### config.mk
export PLATFORM = sky130hd
export DESIGN_NAME = dual_id_i2c_target
export DESIGN_NICKNAME = d
export VERILOG_FILES = /design/src/rtl/i2ct_pkg.sv /design/src/rtl/i2ct_dp.sv /design/src/rtl/i2ct_ctrl.sv /design/src/rtl/dual_id_i2c_target.sv
export SDC_FILE = /design/constraint.sdc
export NUM_CORES = 1
export LEC_CHECK = 0
export BUFFER_PORTS_ARGS = -buffer_cell sky130_fd_sc_hd__buf_2
export CORE_MARGIN = 4
export CORE_UTILIZATION = 50
export DETAILED_ROUTE_END_ITERATION = 6
export GPL_TIMING_DRIVEN = 1
export PLACE_DENSITY = 0.84
export SLEW_MARGIN = 20
export SYNTH_ARGS = -nofsm -noshare
export SYNTH_HDL_FRONTEND = slang
export SYNTH_SLANG_ARGS = --single-unit
### constraint.sdc
create_clock -name clk -period 1.56 [get_ports clk]
set_input_delay 0.312 -clock clk [delete_from_list [all_inputs] [get_ports clk]]
set_output_delay 0.312 -clock clk [all_outputs]
set_load 0.01 [all_outputs]
### src/rtl/i2ct_pkg.sv
package i2ct_pkg;
  localparam int BYTE_W = 8;

  typedef enum logic [3:0] {
    stIdle, stDev, stDevAck, stWaddr, stWaddrAck,
    stWdata, stWdataAck, stRdata, stRack, stWait
  } ctlState_t;

  // strobes from control to datapath
  typedef struct packed {
    logic shiftIn;
    logic loadTx;
    logic shiftOut;
    logic setAddr;
    logic incAddr;
    logic commit;
    logic drvAck;
    logic drvRel;
    logic selMem;
  } dpCmd_t;

  // bus events from datapath to control
  typedef struct packed {
    logic sclRise;
    logic sclFall;
    logic startEv;
    logic stopEv;
    logic sdaBit;
  } busEv_t;
endpackage

### src/rtl/i2ct_dp.sv
module i2ct_dp
  import i2ct_pkg::*;
#(
  parameter int ADDR_W      = 8,
  parameter int SYNC_STAGES = 2
) (
  input  logic              clk,
  input  logic              rstN,
  input  logic              sclIn,
  input  logic              sdaIn,
  input  dpCmd_t            cmd,
  output busEv_t            ev,
  output logic [BYTE_W-1:0] rxByte,
  output logic              sdaDrvLow,
  output logic [ADDR_W-1:0] regAddr,
  output logic [BYTE_W-1:0] wrData,
  output logic              clkWe,
  output logic              memWe,
  input  logic [BYTE_W-1:0] clkRdData,
  input  logic [BYTE_W-1:0] memRdData
);
  localparam int LAST = SYNC_STAGES - 1;

  logic [SYNC_STAGES-1:0] sclSh, sdaSh;
  logic                   sclP, sdaP;
  logic [BYTE_W-1:0]      shReg;
  logic [ADDR_W-1:0]      addrCnt;
  logic                   drv;
  logic [BYTE_W-1:0]      rdSel;
  logic                   sclS, sdaS;

  assign sclS  = sclSh[LAST];
  assign sdaS  = sdaSh[LAST];
  assign rdSel = cmd.selMem ? memRdData : clkRdData;

  always_ff @(posedge clk) begin
    if (!rstN) begin
      sclSh <= '1;
      sdaSh <= '1;
      sclP  <= 1'b1;
      sdaP  <= 1'b1;
    end else begin
      sclSh <= {sclSh[SYNC_STAGES-2:0], sclIn};
      sdaSh <= {sdaSh[SYNC_STAGES-2:0], sdaIn};
      sclP  <= sclS;
      sdaP  <= sdaS;
    end
  end

  assign ev.sclRise = sclS & ~sclP;
  assign ev.sclFall = ~sclS & sclP;
  assign ev.startEv = sclS & sclP & sdaP & ~sdaS;
  assign ev.stopEv  = sclS & sclP & ~sdaP & sdaS;
  assign ev.sdaBit  = sdaS;

  always_ff @(posedge clk) begin
    if (!rstN) begin
      shReg   <= '0;
      drv     <= 1'b0;
      addrCnt <= '0;
    end else begin
      if (cmd.shiftIn)       shReg <= {shReg[BYTE_W-2:0], sdaS};
      else if (cmd.loadTx)   shReg <= rdSel;
      else if (cmd.shiftOut) shReg <= {shReg[BYTE_W-2:0], 1'b0};

      if (cmd.loadTx)        drv <= ~rdSel[BYTE_W-1];
      else if (cmd.shiftOut) drv <= ~shReg[BYTE_W-2];
      else if (cmd.drvAck)   drv <= 1'b1;
      else if (cmd.drvRel)   drv <= 1'b0;

      if (cmd.setAddr)       addrCnt <= shReg[ADDR_W-1:0];
      else if (cmd.incAddr)  addrCnt <= addrCnt + 1'b1;
    end
  end

  assign rxByte    = shReg;
  assign wrData    = shReg;
  assign regAddr   = addrCnt;
  assign sdaDrvLow = drv;
  assign clkWe     = cmd.commit & ~cmd.selMem;
  assign memWe     = cmd.commit & cmd.selMem;
endmodule

### src/rtl/i2ct_ctrl.sv
module i2ct_ctrl
  import i2ct_pkg::*;
#(
  parameter logic [6:0] CLK_ID = 7'b1101111,
  parameter logic [6:0] MEM_ID = 7'b1010111
) (
  input  logic              clk,
  input  logic              rstN,
  input  busEv_t            ev,
  input  logic [BYTE_W-1:0] rxByte,
  output dpCmd_t            cmd
);
  localparam logic [3:0] FULL = 4'(BYTE_W);

  ctlState_t state, stateN;
  logic [3:0] cnt, cntN;
  logic selMem, selMemN, rdMode, rdModeN;
  logic dummyPend, dummyPendN, dummyMem, dummyMemN;
  logic ackSeen, ackSeenN;
  logic hitClk, hitMem, rdReq, idOk;

  assign hitClk = rxByte[7:1] == CLK_ID;
  assign hitMem = rxByte[7:1] == MEM_ID;
  assign rdReq  = rxByte[0];
  assign idOk   = (hitClk | hitMem) &&
                  !(rdReq && dummyPend && (hitMem != dummyMem));

  always_ff @(posedge clk) begin
    if (!rstN) begin
      state     <= stIdle;
      cnt       <= '0;
      selMem    <= 1'b0;
      rdMode    <= 1'b0;
      dummyPend <= 1'b0;
      dummyMem  <= 1'b0;
      ackSeen   <= 1'b0;
    end else begin
      state     <= stateN;
      cnt       <= cntN;
      selMem    <= selMemN;
      rdMode    <= rdModeN;
      dummyPend <= dummyPendN;
      dummyMem  <= dummyMemN;
      ackSeen   <= ackSeenN;
    end
  end

  always_comb begin
    stateN = state; cntN = cnt; selMemN = selMem; rdModeN = rdMode;
    dummyPendN = dummyPend; dummyMemN = dummyMem; ackSeenN = ackSeen;
    cmd = '0;
    cmd.selMem = selMem;
    if (ev.startEv) begin
      stateN = stDev; cntN = '0; cmd.drvRel = 1'b1;
    end else if (ev.stopEv) begin
      stateN = stIdle; cmd.drvRel = 1'b1; dummyPendN = 1'b0;
    end else begin
      unique case (state)
        stDev, stWaddr, stWdata: begin
          if (ev.sclRise) begin
            cmd.shiftIn = 1'b1; cntN = cnt + 4'd1;
          end else if (ev.sclFall && cnt == FULL) begin
            cntN = '0;
            if (state == stDev) begin
              dummyPendN = 1'b0;
              if (idOk) begin
                cmd.drvAck = 1'b1; selMemN = hitMem; rdModeN = rdReq;
                stateN = stDevAck;
              end else begin
                stateN = stWait;
              end
            end else if (state == stWaddr) begin
              cmd.setAddr = 1'b1; cmd.drvAck = 1'b1;
              dummyPendN = 1'b1; dummyMemN = selMem;
              stateN = stWaddrAck;
            end else begin
              cmd.drvAck = 1'b1; dummyPendN = 1'b0;
              stateN = stWdataAck;
            end
          end
        end
        stDevAck: if (ev.sclFall) begin
          if (rdMode) begin
            cmd.loadTx = 1'b1; cntN = '0; stateN = stRdata;
          end else begin
            cmd.drvRel = 1'b1; stateN = stWaddr;
          end
        end
        stWaddrAck: if (ev.sclFall) begin
          cmd.drvRel = 1'b1; stateN = stWdata;
        end
        stWdataAck: if (ev.sclFall) begin
          cmd.drvRel = 1'b1; cmd.commit = 1'b1; cmd.incAddr = 1'b1;
          stateN = stWdata;
        end
        stRdata: begin
          if (ev.sclRise) cntN = cnt + 4'd1;
          else if (ev.sclFall) begin
            if (cnt == FULL) begin
              cmd.drvRel = 1'b1; cmd.incAddr = 1'b1; cntN = '0;
              stateN = stRack;
            end else begin
              cmd.shiftOut = 1'b1;
            end
          end
        end
        stRack: begin
          if (ev.sclRise) ackSeenN = ~ev.sdaBit;
          else if (ev.sclFall) begin
            if (ackSeen) begin
              cmd.loadTx = 1'b1; cntN = '0; stateN = stRdata;
            end else begin
              stateN = stWait;
            end
          end
        end
        default: ;
      endcase
    end
  end
endmodule

### src/rtl/dual_id_i2c_target.sv
module dual_id_i2c_target
  import i2ct_pkg::*;
#(
  parameter int         ADDR_W = 8,
  parameter logic [6:0] CLK_ID = 7'b1101111,
  parameter logic [6:0] MEM_ID = 7'b1010111
) (
  input  logic              clk,
  input  logic              rstN,
  input  logic              sclIn,
  input  logic              sdaIn,
  output logic              sdaDrvLow,
  output logic [ADDR_W-1:0] regAddr,
  output logic [7:0]        wrData,
  output logic              clkWe,
  output logic              memWe,
  input  logic [7:0]        clkRdData,
  input  logic [7:0]        memRdData
);
  dpCmd_t            cmd;
  busEv_t            ev;
  logic [BYTE_W-1:0] rxByte;

  i2ct_ctrl #(.CLK_ID(CLK_ID), .MEM_ID(MEM_ID)) uCtrl (
    .clk(clk), .rstN(rstN), .ev(ev), .rxByte(rxByte), .cmd(cmd)
  );

  i2ct_dp #(.ADDR_W(ADDR_W)) uDp (
    .clk(clk), .rstN(rstN), .sclIn(sclIn), .sdaIn(sdaIn), .cmd(cmd),
    .ev(ev), .rxByte(rxByte), .sdaDrvLow(sdaDrvLow), .regAddr(regAddr),
    .wrData(wrData), .clkWe(clkWe), .memWe(memWe),
    .clkRdData(clkRdData), .memRdData(memRdData)
  );
endmodule

# After elaboration in Yosys (flattened, before gate mapping)
# Cells that the tools add are included.
# totals
reg_bits,36
input_bits,20
elab_cells,177
# classes
add_sub_neg,2
eq_ne,36
n_mux,78
bitwise_logic,22
reduce_logical,24
# op_table
op,count
$mux W4,22
$mux W8,6
$mux W1,40
$reduce_and A10 Y1,3
$ne A4 B3 Y1 const B,5
$pmux W4 S5,1
$eq A4 B3 Y1 const B,4
$ne A2 B1 Y1 const B,8
$pmux W4 S4,1
$eq A7 B7 Y1 const B,2
$mux W7,2
$reduce_and A7 Y1,2
$ne A4 B4 Y1 const B,3
$not A1 Y1,12
$and A1 B1 Y1,9
$ne A3 B2 Y1 const B,3
$add A8 B1 Y8 const B,1
$eq A4 B2 Y1 const B,2
$eq A4 B4 Y1 const B,2
$ne A2 B2 Y1 const B,4
$reduce_and A4 Y1,2
$reduce_bool A4 Y1,2
$reduce_bool A7 Y1,1
$reduce_bool A2 Y1,3
other kinds (15),22

# Logic depth before layout (Yosys ltp)
# depth
depth_word,15
depth_mapped,9
mapped_depth_nobuf,7

# Hierarchy
# Synthesis repeated with hierarchy kept, for this count alone.
# hier_totals
hier_cells,277
area_unflattened_um2,2341.0
# by_module_without_submodules
module,instances,cells_per_inst,area_each_um2
i2ct_dp,1,139,1281.2
i2ct_ctrl,1,138,1059.8

# Least setup slack after synthesis
# No wires, ideal clock.
# synth_timing
path_kind,register -> register
start,reg uCtrl.cnt[0]
end,"reg uDp.shReg[1], in the netlist uDp.rxByte[1]"
t_arrival_ps,1613
path_slack_ps,-169
stages_incl_launch_ff,9
path_buffers,2
cell_sequence,dfxtp_1 -> inv_1 -> ha_1 -> and3b_1 -> buf_2 -> nand4b_2 -> a21boi_4 -> buf_6 -> o211a_1
# synth_via
elab_chain_cells,8
# synth_lines
item,line,rtl
start: declaration,i2ct_ctrl.sv:16,"logic [3:0] cnt, cntN;"
start signal: assignment,i2ct_ctrl.sv:39,cnt <= cntN;
$eq A4 B4 Y1,i2ct_ctrl.sv:99,if (cnt == FULL) begin
$mux W1,i2ct_ctrl.sv:99,
$mux W1,i2ct_ctrl.sv:98,else if (ev.sclFall) begin
$mux W1,i2ct_ctrl.sv:97,if (ev.sclRise) cntN = cnt + 4'd1;
$mux W1,i2ct_ctrl.sv:58,unique case (state)
$mux W7,i2ct_ctrl.sv:55,end else if (ev.stopEv) begin
$mux W7,i2ct_ctrl.sv:53,if (ev.startEv) begin
$reduce_bool A3 Y1 (no line),--,
end signal: assignment,i2ct_dp.sv:62,"if (cmd.shiftIn) shReg <= {shReg[BYTE_W-2:0], sdaS};"
end signal: assignment,i2ct_dp.sv:63,else if (cmd.loadTx) shReg <= rdSel;
end signal: assignment,i2ct_dp.sv:64,"else if (cmd.shiftOut) shReg <= {shReg[BYTE_W-2:0], 1'b0};"
end: declaration,i2ct_dp.sv:26,logic [BYTE_W-1:0] shReg;
# No other way between the ends.
# A chain may end at the register's enable or synchronous reset.

# Worst setup path in the final report
# layout_timing
start,reg uCtrl.cnt[0]
end,"reg uDp.addrCnt[4], in the netlist uDp.regAddr[4]"
# layout_via
elab_chain_cells,8
elab_cells_between_ends,13
classes_between,eq/ne (1); mux (10); reduce/logical (2)
# layout_lines
item,line,rtl
$eq A4 B4 Y1 *,"i2ct_ctrl.sv:62, i2ct_ctrl.sv:99",
$mux W1 / $logic_and A1 B1 Y1 (equally long branches),"i2ct_ctrl.sv:99, i2ct_ctrl.sv:62",
"$mux W1, on equally long branches","i2ct_ctrl.sv:98, i2ct_ctrl.sv:62",
"$mux W1, on equally long branches","i2ct_ctrl.sv:97, i2ct_ctrl.sv:60",
$pmux W1 S2 / $mux W1 (equally long branches),i2ct_ctrl.sv:58,
$mux W7 *,i2ct_ctrl.sv:55,
$mux W7 *,i2ct_ctrl.sv:53,
$reduce_bool A2 Y1 (no line) / $mux W8 (equally long branches),--,
end signal: assignment,i2ct_dp.sv:71,if (cmd.setAddr) addrCnt <= shReg[ADDR_W-1:0];
end signal: assignment,i2ct_dp.sv:72,else if (cmd.incAddr) addrCnt <= addrCnt + 1'b1;
end: declaration,i2ct_dp.sv:27,logic [ADDR_W-1:0] addrCnt;
# Every way passes the cells marked *; elsewhere a longest branch is shown, timed or not.

==> metrics.md <==
| Metric | Value |
|---|---|
| Commonest register cell after synthesis | `dfxtp_1` |
| Die area | `~5400 um^2` |
| Pleak | `roughly 1.4 nW` |
| Clock Skew | `approximately 10 ps` |
| Critical Path AT | `just over 2000 ps` |
| Die height | `between 70 and 80 um` |
| Top cells by area, synth | `dfxtp_1, a21oi_1, nand2_1` |
| Port Buffers | `38` |
| CTS tree | `done` |
| Post-synth EDFFs | `0` |
| Final setup vio count | `31` |
| Final WL | `around 8900 um` |
| Max Cap Viol | `0` |
| Rel. slew slack | `slightly above 60%` |
| Largest family of logic cells by synthesized area | `simple AND/OR/NAND/NOR gates` |
| Power per cell area | `between 500 and 600 nW/um^2` |
| F_max | `roughly 560 MHz` |
| Global route total overflow | `0` |
| Outcome | `complete, but fails checks` |
| ANT nets after route | `0` |
| H-tree depth | `2` |
| Setup crit end kind | `flop` |
| GP Congestion | `around 0.9` |
| Clock slew at reported path FFs | `80 ps` |
| Hold Slack | `188.7 ps` |
| Slew @ Worst Pin | `about 570 ps` |
| Layout cells sized above 1 | `53.37%` |
| Fin. Hold Viols | `0` |
| Failing checks | `negative setup slack` |
| Largest net degree at the start of global routing | `13` |
| Wire length per cell | `~23 um` |
| Setup TNS Final | `-4197 ps` |
| N_diodes | `0` |
| TritonCTS Sinks | `36` |
| Worst R2R End | `uDp.regAddr[4]` |
| Max Transition Viols Final | `0` |
| Antenna violations before repair | `0` |
| Gate count of the mapped netlist | `roughly 250` |
| # hold bufs at CTS | `0` |
| Final setup margin | `-237.1 ps` |
| CTS Buffer Depth | `2` |
| Clock Latency Late Sink | `roughly 310 ps` |
| Area Growth Syn to Fin | `52.35%` |
| Adder-Cell Fraction of Synth Area | `1.761%` |
| Clock root buffer | `clkbuf_8` |
| CORE AREA | `roughly 4100 um^2` |
| VDD IR max | `between 0.5 and 0.6 mV` |
| Post-synth top area share | `33.80%` |
| DRC violations left | `0` |
| Syn_nets | `around 280` |
| Setup crit start kind | `flop` |
| Unique masters post-synth | `58` |
| Global-route wire length before repair | `~11000 um` |
| Asr flop ratio synth | `0%` |
| Post-Synth Simple-Gate Area | `a little over a quarter` |
| 1st-iter DRT viols | `393` |
| Fin nets | `about 360` |
| DIE WIDTH | `73.30 um` |
| Required time worst endpoint | `around 1800 ps` |
| Synthesized cell area | `approximately 2100 um^2` |
| Most instantiated cells after synthesis | `dfxtp_1, nand2_1, nor2_1, a21oi_1, nand3_1` |
| Hold crit path type | `input pin to flop` |
| Avg Inst Size Synth | `8.460 um^2` |
| Period minus WS final | `roughly 1800 ps` |
| Worst reg2reg startpoint | `uCtrl.cnt[0]` |
| Synth Area in Compound Gates | `between 20 and 25%` |
| Multi-input gate area | `~1600 um^2` |
| WS Path Type | `flop to flop` |
| I/O pin cnt | `39` |
| Fin crit share | `115.2%` |
| #FFs+latches synth | `36` |
| XOR/XNOR share of the synthesized area | `between 1.5 and 2%` |
| Fin area | `about 3200 um^2` |
| Max FO, Critical Path | `5` |
| RSZ-0062 raised after global routing | `true` |
| Worst hold stages | `2` |
| Area after DPL | `about 2700 um^2` |
| Drt pass-1 iters | `6` |
| Worst Hold Launch | `sclIn` |
| Rows | `23` |
| Sequential area share after synthesis | `between 30% and 40%` |
| GRT Overall Usage | `a little over a quarter` |
| Routed vias | `approximately 2600` |
| CTS buffer count | `5` |
| Number of fill cells in the layout | `196` |
| Register area | `approximately 750 um^2` |
| Post-synth top area cell | `dfxtp_1` |
| HPWL Detailed | `roughly 4400 um` |
| Hold Crit Endpoint | `uDp.sclSh[0]` |
| Critical Path Start | `uCtrl.cnt[0]` |
| Number of global-route vias before repair | `approximately 2300` |
| Mux contribution to synthesized area | `~4.3%` |
| Reg2Reg Setup Slack | `-240 ps` |
| Most common cell in the netlist | `dfxtp_1` |
| Post-DR vias/cell | `between 6 and 7` |
| R2R cell count | `8` |
| Initial Utilization | `approximately 53%` |
| Synth warn | `0` |
cells in the final DEF, fill, tap and decap left out, drive strengths merged, types with 2 or more instances in the layout:
cell and count:
a31oi 5, xor2 3, nor3b 2, and4bb 3, nor2 24, o21ai 12
a2111oi 2, nor3 6, nor2b 3, and3b 2, a41oi 2, dfxtp 36
a311oi 6, clkbuf 6, inv 9, buf 96, mux2i 7, and3 2
ha 3, clkinv 3, nand3b 2, nand2 25, mux2 2, o211ai 2
a21oi 21, o211a 6, nand2b 11, o221ai 2, a211oi 4, nand3 12
nand4 2, and2 2, nand4b 3
how the worst max path moves through the flow:
stage | endpoint | slack (ps)
finish | uDp.regAddr[4] | -240
global route | uDp.regAddr[4] | -310
CTS | uDp.rxByte[7] | -110
detailed placement | uDp.regAddr[5] | -130
global placement | uCtrl.selMem | -70
floorplan | uDp.rxByte[1] | -30
metal layers:
metal | up-vias | global-route usage (%) | part of all wire (%)
met2 | 252 | 43.79 | 46
met1 | 1212 | 33.19 | 37
met5 | - | 0 | 0
met4 | 0 | 13.08 | 6.9
li1 | 1101 | - | -
met3 | 69 | 6.293 | 11
registers in the layout, indices dropped and copies added, names as in the netlist:
name and flops:
uDp.sdaP 1, uCtrl.cnt 4, uDp.sdaSh 2, uDp.regAddr 8
uCtrl.state 4, uCtrl.rdMode 1, uDp.sclP 1, uDp.sdaDrvLow 1
uCtrl.dummyMem 1, uCtrl.dummyPend 1, uCtrl.selMem 1, uDp.rxByte 8
uCtrl.ackSeen 1, uDp.sclSh 2
what timing repair did:
action,in CTS,in global routing
cloned,1,1
gates resized for setup,29,59
endpoints found under the setup margin,30,30
pin swaps,10,16
buffers inserted,5,5
report_power, final:
part	internal (mW)	switching [mW]	leakage, nW
clock network	0.312	0.396	0.0479
logic	0.0787	0.106	1.08
registers	0.923	0.0134	0.297
total	1.31	0.515	1.42
cell type report:
cell class,instances,share of cell area (%)
Clock buffer,5,2.119
Multi-Input combinational cell,191,49.38
Inverter,9,1.040
Sequential cell,36,22.96
Tap cell,50,1.926
Clock inverter,3,0.5778
Timing Repair Buffer,97,22.00
metrics by stage:
step | instances | total power, mW | util (%) | setup WS, ps
2_1_floorplan | 252 | 1.033 | - | -28.61
3_3_place_gp | 371 | 1.094 | 66.51 | -73.92
3_5_place_dp | 371 | 1.099 | 66.51 | -131.1
4_1_cts | 385 | 1.769 | 72.77 | -111.5
5_1_grt | 391 | 1.859 | 80.05 | -311.7
6_report | 391 | 1.829 | 80.05 | -237.1
critical path, stage by stage, from the launching register on:
cell,delay (ps)
dfxtp_2,350
inv_2,50
ha_4,140
and3b_2,220
buf_8,150
o211a_1,270
a31oi_1,260
o21ai_1,140
a21oi_1,140
kinds of logic after synthesis:
family,after synthesis
xor gates and xnor gates,4
adders and majority gates,3
and+or+nand+nor,105
buffers and inverters,25
muxes,9
AOI/OAI and AO/OA,70
DFF,36
Power figures use the tool's default switching activity.
